**src/rtl/f16w_pkg.sv**
```systemverilog
package f16w_pkg;

    localparam int HALF_W      = 16;
    localparam int HALF_MAN_W  = 10;
    localparam int HALF_EXP_W  = 5;
    localparam int HALF_BIAS   = 15;
    localparam int NORM_STEP_W = 4;

    typedef enum logic [2:0] {
        CLS_ZERO,
        CLS_SUB,
        CLS_NORMAL,
        CLS_INF,
        CLS_NAN
    } half_class_e;

    typedef struct packed {
        logic                  sign;
        logic [HALF_EXP_W-1:0] exp;
        logic [HALF_MAN_W-1:0] frac;
        half_class_e           cls;
    } half_fields_t;

endpackage

```
**src/rtl/f16w_classify.sv**
```systemverilog
module f16w_classify
    import f16w_pkg::*;
(
    input  logic [HALF_W-1:0] word_i,
    output half_fields_t      fields_o
);

    always_comb begin
        fields_o.sign = word_i[HALF_W-1];
        fields_o.exp  = word_i[HALF_W-2 -: HALF_EXP_W];
        fields_o.frac = word_i[HALF_MAN_W-1:0];
        if (&fields_o.exp) begin
            fields_o.cls = (|fields_o.frac) ? CLS_NAN : CLS_INF;
        end else if (fields_o.exp == '0) begin
            fields_o.cls = (|fields_o.frac) ? CLS_SUB : CLS_ZERO;
        end else begin
            fields_o.cls = CLS_NORMAL;
        end
    end

endmodule

```
**src/rtl/f16w_normalizer.sv**
```systemverilog
module f16w_normalizer
    import f16w_pkg::*;
(
    input  logic                   clk,
    input  logic                   rst_n,
    input  logic                   load_i,
    input  logic [HALF_MAN_W-1:0]  frac_i,
    output logic                   active_o,
    output logic                   finish_o,
    output logic [HALF_MAN_W-1:0]  frac_o,
    output logic [NORM_STEP_W-1:0] steps_o
);

    localparam int SIG_W     = HALF_MAN_W + 1;
    localparam int MAX_STEPS = HALF_MAN_W;

    typedef struct packed {
        logic                   active;
        logic [SIG_W-1:0]       sig;
        logic [NORM_STEP_W-1:0] steps;
    } norm_state_t;

    norm_state_t      st_d, st_q;
    logic [SIG_W-1:0] shifted;

    always_comb begin
        st_d     = st_q;
        shifted  = st_q.sig << 1;
        finish_o = 1'b0;
        if (st_q.active) begin
            st_d.sig   = shifted;
            st_d.steps = st_q.steps + NORM_STEP_W'(1);
            if (shifted[SIG_W-1]) begin
                finish_o    = 1'b1;
                st_d.active = 1'b0;
            end
        end else if (load_i) begin
            st_d.active = 1'b1;
            st_d.sig    = {1'b0, frac_i};
            st_d.steps  = '0;
        end
    end

    always_ff @(posedge clk) begin
        if (!rst_n) begin
            st_q <= '0;
        end else begin
            st_q <= st_d;
        end
    end

    assign active_o = st_q.active;
    assign frac_o   = shifted[HALF_MAN_W-1:0];
    assign steps_o  = st_q.steps + NORM_STEP_W'(1);


    step_bound_chk: assert property (@(posedge clk) disable iff (!rst_n)
        st_q.active |-> (int'(st_q.steps) < MAX_STEPS));


    load_active_chk: assert property (@(posedge clk) disable iff (!rst_n)
        (load_i && !st_q.active) |=> st_q.active);


    load_nonzero_chk: assert property (@(posedge clk) disable iff (!rst_n)
        (load_i && !st_q.active) |-> (frac_i != '0));

endmodule

```
**src/rtl/f16w_pack.sv**
```systemverilog
module f16w_pack
    import f16w_pkg::*;
#(
    parameter int EXP_W = 8,
    parameter int MAN_W = 23
) (
    input  half_fields_t           fields_i,
    input  logic [HALF_MAN_W-1:0]  norm_frac_i,
    input  logic [NORM_STEP_W-1:0] norm_steps_i,
    output logic [EXP_W+MAN_W:0]   word_o
);

    localparam int BIAS = (1 << (EXP_W - 1)) - 1;

    logic [EXP_W-1:0] exp_w;
    logic [MAN_W-1:0] man_w;

    always_comb begin
        exp_w = '0;
        man_w = '0;
        case (fields_i.cls)
            CLS_INF: begin
                exp_w = '1;
            end
            CLS_NAN: begin
                exp_w                   = '1;
                man_w[HALF_MAN_W-1:0]   = fields_i.frac;
            end
            CLS_NORMAL: begin
                exp_w = EXP_W'(BIAS - HALF_BIAS) + EXP_W'(fields_i.exp);
                man_w[MAN_W-1 -: HALF_MAN_W] = fields_i.frac;
            end
            CLS_SUB: begin
                exp_w = EXP_W'(BIAS - HALF_BIAS + 1) - EXP_W'(norm_steps_i);
                man_w[MAN_W-1 -: HALF_MAN_W] = norm_frac_i;
            end
            default: begin
                exp_w = '0;
            end
        endcase
        word_o = {fields_i.sign, exp_w, man_w};
    end

endmodule

```
**src/rtl/f16_widener.sv**
```systemverilog
module f16_widener
    import f16w_pkg::*;
#(
    parameter bit WIDE_DOUBLE = 1'b0,
    localparam int OUT_W = WIDE_DOUBLE ? 64 : 32
) (
    input  logic             clk,
    input  logic             rst_n,
    input  logic             start_i,
    input  logic [15:0]      half_i,
    output logic             busy_o,
    output logic             done_o,
    output logic [OUT_W-1:0] result_o
);

    localparam int EXP_W = WIDE_DOUBLE ? 11 : 8;
    localparam int MAN_W = OUT_W - 1 - EXP_W;

    typedef struct packed {
        logic              done;
        logic [HALF_W-1:0] half;
        logic [OUT_W-1:0]  result;
    } top_state_t;

    top_state_t             st_d, st_q;
    half_fields_t           fld;
    logic [HALF_W-1:0]      src_word;
    logic                   accept;
    logic                   load_sub;
    logic                   n_active;
    logic                   n_finish;
    logic [HALF_MAN_W-1:0]  n_frac;
    logic [NORM_STEP_W-1:0] n_steps;
    logic [OUT_W-1:0]       packed_word;

    assign accept   = start_i && !n_active;
    assign src_word = n_active ? st_q.half : half_i;
    assign load_sub = accept && (fld.cls == CLS_SUB);

    f16w_classify u_classify (
        .word_i   (src_word),
        .fields_o (fld)
    );

    f16w_normalizer u_normalizer (
        .clk      (clk),
        .rst_n    (rst_n),
        .load_i   (load_sub),
        .frac_i   (fld.frac),
        .active_o (n_active),
        .finish_o (n_finish),
        .frac_o   (n_frac),
        .steps_o  (n_steps)
    );

    f16w_pack #(
        .EXP_W (EXP_W),
        .MAN_W (MAN_W)
    ) u_pack (
        .fields_i     (fld),
        .norm_frac_i  (n_frac),
        .norm_steps_i (n_steps),
        .word_o       (packed_word)
    );

    always_comb begin
        st_d      = st_q;
        st_d.done = 1'b0;
        if (n_finish) begin
            st_d.done   = 1'b1;
            st_d.result = packed_word;
        end else if (accept) begin
            st_d.half = half_i;
            if (fld.cls != CLS_SUB) begin
                st_d.done   = 1'b1;
                st_d.result = packed_word;
            end
        end
    end

    always_ff @(posedge clk) begin
        if (!rst_n) begin
            st_q <= '0;
        end else begin
            st_q <= st_d;
        end
    end

    assign busy_o   = n_active;
    assign done_o   = st_q.done;
    assign result_o = st_q.result;


    done_pulse_chk: assert property (@(posedge clk) disable iff (!rst_n)
        (done_o && !start_i) |=> !done_o);


    result_hold_chk: assert property (@(posedge clk) disable iff (!rst_n)
        !$stable(result_o) |-> done_o);


    start_ignored_chk: assert property (@(posedge clk) disable iff (!rst_n)
        (busy_o && start_i) |=> $stable(st_q.half));


    sign_pass_chk: assert property (@(posedge clk) disable iff (!rst_n)
        done_o |-> (result_o[OUT_W-1] == st_q.half[HALF_W-1]));


    nan_payload_chk: assert property (@(posedge clk) disable iff (!rst_n)
        (done_o && (&st_q.half[HALF_W-2 -: HALF_EXP_W]) && (|st_q.half[HALF_MAN_W-1:0]))
        |-> ((result_o[HALF_MAN_W-1:0] == st_q.half[HALF_MAN_W-1:0]) && (&result_o[OUT_W-2 -: EXP_W])));


    inf_chk: assert property (@(posedge clk) disable iff (!rst_n)
        (done_o && (&st_q.half[HALF_W-2 -: HALF_EXP_W]) && !(|st_q.half[HALF_MAN_W-1:0]))
        |-> ((result_o[MAN_W-1:0] == '0) && (&result_o[OUT_W-2 -: EXP_W])));

endmodule

```
**config.mk**
```make
export PLATFORM = sky130hd
export DESIGN_NAME = f16_widener
export DESIGN_NICKNAME = d
export VERILOG_FILES = /design/src/rtl/f16w_pkg.sv /design/src/rtl/f16w_classify.sv /design/src/rtl/f16w_normalizer.sv /design/src/rtl/f16w_pack.sv /design/src/rtl/f16_widener.sv
export SDC_FILE = /design/constraint.sdc
export NUM_CORES = 1
export LEC_CHECK = 0
export ABC_AREA = 1
export BUFFER_PORTS_ARGS = -buffer_cell sky130_fd_sc_hd__buf_2
export CAP_MARGIN = 10
export CORE_ASPECT_RATIO = 0.75
export CORE_MARGIN = 3
export CORE_UTILIZATION = 48
export DETAILED_ROUTE_END_ITERATION = 10
export GPL_ROUTABILITY_DRIVEN = 1
export PLACE_DENSITY_LB_ADDON = 0.12
export SYNTH_ARGS = -nofsm -noshare
export SYNTH_HDL_FRONTEND = slang
export SYNTH_SLANG_ARGS = --single-unit
```
**constraint.sdc**
```tcl
create_clock -name clk -period 2.9 [get_ports clk]
set_input_delay 0.145 -clock clk [delete_from_list [all_inputs] [get_ports clk]]
set_output_delay 0.145 -clock clk [all_outputs]
set_load 0.01 [all_outputs]
```
==> results.toml, run 1 <==
[hold_path]
hp-class = "input pin to flip-flop"
hold_start = "half_i[2]"

[logic_synthesis]
ys_top_cells_by_area = "dfxtp_1 39%, nand2_1 9.8%, buf_4 8.2%, nor2_1 6.9%, nand3_1 5.8%"
ys_seq_area_share_pct = 38.6
postSynthCellCount = 445
avgSynthCellArea_um2 = 6.99
synth_area_um2 = 3110
synth_top_area_share_pct = 38.6
yosysWarnings = 0
yosysTopAreaCell = "dfxtp_1"
synth_seq_cells = 60
synth_cell_types = 29

[worst_setup_path]
cp.required_ps = 3160
arrival_ps = 2720
cp_num_buf_inv = 1
critical_path.top_delay_family = "simple AND/OR/NAND/NOR gates"
crit_path_frequent_cell = "nand2_2"
cp_slowest_cell = "dfxtp_2"
critPathCaptureType = "flip-flop"
cp-start-kind = "flip-flop"
critPathMaxStageDelay_ps = 480
crit_type = "flip-flop to flip-flop"
path_cells = "buf_4 > nand2_1 > o21ai_1 > nand2_1 > nor2_4 > nand3_4 > nand2_2 > nand2_2 > nand2_4 > nand2_2 > o21ai_1"
cp-startpoint = "u_normalizer.active_o"
r2r-start = "u_normalizer.active_o"
cp_max_fo = 17

[place]
port_buffers = 49
hpwlAfterDp_um = 5030
place.gp.congestion = 0.863
post-place-cells = 527
place_area_um2 = 3140

[floorplan]
die_w_um = 98.9
die_h_um = 75.7
io_pins = 53
coreArea_um2 = 6040
fp-row-count = 24
start_util_pct = 51.5
die_area_um2 = 7490

[clocking]
cts.path.max_buffers = 2
clk_latency_ps = 340
path_clk_slew_ps = 70
post_cts.repair.setup_buffers = 0
numClockSinks = 60
cts_tree = "built"
numCtsBuffers = 9
cts_htree_levels = 3
root_buffer = "clkbuf_8"

[timing]
tightest_slew_ps = 722
period_share_pct = 84.8
finalHoldViolations = 0
rsz0062_at_grt = "false"
layout_min_cycle_time_ps = 2460
final-setup-viol-count = 0
drv_slew = 0
clock.fmax_ghz = 0.407
skew_ps = 8.51
tns_ps = 0
max_slew_margin_pct = 51.8

[global_routing]
antenna_found_initial = 0
track_usage_pct = 20.3
grt_start_max_net_pins = 40
grt_first_pass_wirelength_um = 11900
overflow = 0
grt_pass1_vias = 2425

[drt]
dr_total_vias = 2730
wl_per_cell_um = 13.2
drtIter0Drc = 160
viasPerCell = 5.04
firstDrtPassIters = 5
postRouteAntennaNets = 0
drc_errors = 0
wirelength_um = 7150

[run_status]
status = "finished, final reports clean"

[cells_and_area]
final_common_cell = "nand2_1"
synthToLayoutAreaGrowth_pct = 6.40
fin_cells = 542
final_util_pct = 54.8
drive_above_1_share_pct = 19.6
nNetsFinal = 481
stdcell_area_um2 = 3310
num_antenna_cells = 0
layout_common_cells = "80 x nand2_1, 59 x dfxtp_1, 57 x nor2_1, 49 x buf_2, 44 x inv_1"

[power_and_ir_drop]
sw_frac_of_total_pct = 26.6
combPwrFrac_pct = 12.4
ir_worst_vdd_mv = 0.320
pwr_density_cell_nw_per_um2 = 529
p_clk_share_pct = 37.4
leakage_nw = 1.51
p_int_mw = 1.29
p_switching_mw = 0.465
seqPwrFrac_pct = 50.3

[flow_run]
max-cap-violations = 0
power by group through the flow:
stage | registers, mW | logic (mW) | clock network (mW)
2_1_floorplan | 0.895 | 0.182 | 0
3_5_place_dp | 0.898 | 0.217 | 0
6_report | 0.880 | 0.217 | 0.654
4_1_cts | 0.880 | 0.218 | 0.676
5_1_grt | 0.884 | 0.246 | 0.717
3_3_place_gp | 0.898 | 0.215 | 0
final cells by class:
class                           instances  area (µm²)
Inverter                               45         169
Fill cell                             637        2730
Clock inverter                          2        10.0
Clock buffer                           13         159
Tap cell                               78        97.6
Multi-Input combinational cell        289        1380
Timing Repair Buffer                   55         290
Sequential cell                        60        1200
metrics by stage:
stage,total power [mW],setup slack (ps),hold slack [ps]
finish,1.75,440,63.9
global route,1.85,189,69.7
CTS,1.77,247,51.8
detailed placement,1.11,271,414
global placement,1.11,390,402
floorplan,1.08,1140,290
worst paths after layout:
path | to | slack [ps] | cells past startpoint
min | st_q[34] | 60 | 3
min reg2reg | st_q[44] | 450 | 2
max | result_o[0] | 440 | 11
max reg2reg | result_o[0] | 440 | 11
cell families after synthesis:
logic type                 Yosys count  share of synthesized area [%]
buffers and inverters               98                           17.3
DFF                                 60                           38.6
xor gates and xnor gates             1                          0.282
adders and majority gates            2                          0.805
other                                1                          0.121
AOI/OAI and AO/OA                   89                           15.2
and+or+nand+nor                    194                           27.7
synth_stat cells, drive strengths merged:
| library cell | number |
|---|---|
| nand3 | 39 |
| nand4 | 2 |
| inv | 45 |
| o22ai | 9 |
| clkbuf | 8 |
| o21ai | 51 |
| dfxtp | 60 |
| nor2 | 60 |
| a211oi | 1 |
| nor3 | 1 |
| nand2 | 91 |
| conb | 1 |
| a21oi | 27 |
| ha | 2 |
| or2 | 1 |
| a31oi | 1 |
| xnor2 | 1 |
| buf | 45 |
tightest hold or removal path: stages:
cell     delay, ps
buf_2           70
inv_1           40
a21oi_1        100
routing by layer:
layer	GRT usage (%)	vias up	part of all wire, %
li1	-	1422	-
met5	0	-	0
met3	6.13	6	8.4
met2	30.1	89	41
met1	28.5	1213	50
met4	6.82	0	0.85
flip-flops by register name (all words and copies together) (netlist names):
| register | count |
|---|---|
| result_o | 28 |
| st_q | 16 |
| u_normalizer.frac_o | 9 |
| u_normalizer.st_q | 4 |
| done_o | 1 |
| u_normalizer.active_o | 1 |
| u_normalizer.shifted | 1 |
repair_timing:
item	CTS	global route
hold endpoints to repair	0	0
gates resized for setup	0	2
endpoints found under the setup margin	0	11
hold buffers	0	0
Note: power is estimated with default switching activity, not from simulation.
==> run 2, diff against run 1 <==
Clock period 2.9 ns to 2.5 ns, I/O delays scaled along.
==> results.toml, run 2 (synthesis results as in run 1) <==
[run_status]
status = "finished, final reports clean"

[timing]
tightest_slew_ps = 763
max_slew_margin_pct = 49.1
layout_min_cycle_time_ps = 2290
clock.fmax_ghz = 0.436
skew_ps = 6.91
final-setup-viol-count = 0
period_share_pct = 91.7
tns_ps = 0
fin_hold_ws_ps = 31.4
finalHoldViolations = 0
drv_slew = 0

[clocking]
postCtsHoldBufs = 0
cts.path.max_buffers = 2
numClockSinks = 60
cts_htree_levels = 3
root_buffer = "clkbuf_8"
cts_tree = "built"
numCtsBuffers = 9
clk_latency_ps = 350
post_cts.repair.setup_buffers = 0
path_clk_slew_ps = 70

[worst_setup_path]
arrival_ps = 2500
cp_max_fo = 10
r2r-start = "u_normalizer.active_o"
cp.required_ps = 2710
crit_type = "flip-flop to flip-flop"
reg2regPathDepth = 11
r2r_slack_ps = 210
critPathCaptureType = "flip-flop"
cp-start-kind = "flip-flop"
r2r_end = "u_normalizer.frac_o[6]"

[cells_and_area]
synthToLayoutAreaGrowth_pct = 8.65
largest_reg_flops = 28
nNetsFinal = 485
final_common_cell = "nand2_1"
num_antenna_cells = 0
drive_above_1_share_pct = 20.3
layout_common_cells = "81 x nand2_1, 60 x dfxtp_1, 57 x nor2_1, 49 x buf_2, 44 x inv_1"
n_fill_cell = 589

[hold_path]
worstHoldEndpoint = "st_q[35]"
hold_depth = 3
hold_start = "half_i[3]"
hp-class = "input pin to flip-flop"

[floorplan]
die_h_um = 75.7
fp-row-count = 24
start_util_pct = 51.5
die_area_um2 = 7490
io_pins = 53
die_w_um = 98.9
coreArea_um2 = 6040

[place]
hpwlAfterDp_um = 5270
port_buffers = 49
place.gp.congestion = 0.932

[flow_run]
max-cap-violations = 0

[global_routing]
use_met3_pct = 6.31
overflow = 0
met1_usage_pct = 30.0
grt_start_max_net_pins = 29
grt-busiest-layer = "met1"
track_usage_pct = 20.9
grt_pass1_vias = 2468
grt_first_pass_wirelength_um = 12200
grt_use_met2_pct = 29.6
antenna_found_initial = 0

[drt]
dr_total_vias = 2801
drtIter0Drc = 178
drc_errors = 0
wl_per_cell_um = 13.4
wirelength_um = 7350
viasPerCell = 5.12
firstDrtPassIters = 4
postRouteAntennaNets = 0

[power_and_ir_drop]
ir_worst_vdd_mv = 0.431
power_mw = 2.18
leakage_nw = 1.54
pwr_density_cell_nw_per_um2 = 645
==> run 2: layout make-up <==
| class | instances | area, µm² | area share [%] |
|---|---|---|---|
| clock buffers | 12 | 155 | 4.59 |
| well taps | 78 | 97.6 | 2.89 |
| flip-flops and latches | 60 | 1200 | 35.6 |
| repair buffers | 59 | 320 | 9.48 |
| inverters | 45 | 169 | 5.00 |
| clock inverters | 4 | 47.5 | 1.41 |
| multi-input cells | 289 | 1390 | 41.1 |
==> run 2: stage by stage <==
step,util (%),worst slack [ps],std cells,instance area [µm²]
6_report,56.0,207,547,3380
5_1_grt,56.0,-3.78,547,3380
4_1_cts,55.8,167,547,3370
3_5_place_dp,52.4,193,531,3170
3_3_place_gp,52.4,304,531,3170
2_1_floorplan,-,738,447,3120
==> run 2: layer usage <==
metal | part of all wire, % | vias up
li1 | - | 1430
met1 | 51 | 1264
met2 | 40 | 101
met3 | 7.8 | 6
met4 | 0.64 | 0
met5 | 0 | -
==> run 2: what timing repair did <==
| item | CTS | global route |
|---|---|---|
| resized for setup | 0 | 2 |
| endpoints found under the setup margin | 0 | 14 |
| hold endpoints to repair | 0 | 0 |
==> run 2: where the power goes <==
group          total, mW  internal, mW  switching [mW]
clock network      0.898         0.511           0.387
registers           1.02          1.00          0.0190
logic              0.259        0.0882           0.171
total               2.18          1.60           0.577
==> run 2: worst max path at each step <==
stage	endpoint	slack, ps	startpoint	depth (start not counted)
2_1_floorplan	u_normalizer.frac_o[3]	740	u_normalizer.active_o	13
5_1_grt	result_o[4]	-4	u_normalizer.active_o	11
6_report	u_normalizer.frac_o[6]	210	u_normalizer.active_o	11
4_1_cts	result_o[4]	170	u_normalizer.active_o	11
3_5_place_dp	result_o[29]	190	u_normalizer.active_o	10
3_3_place_gp	result_o[8]	300	u_normalizer.active_o	10
==> run 2: critical path: stages (launching register included) <==
cell and delay, ps:
dfxtp_1 460, buf_4 220, nand2_1 60, o21ai_1 220, nand3_1 200, nor2_4 230
nand3_2 110, nand2_1 230, buf_4 210, nor2_1 50, nor2_1 110, nor2_1 40
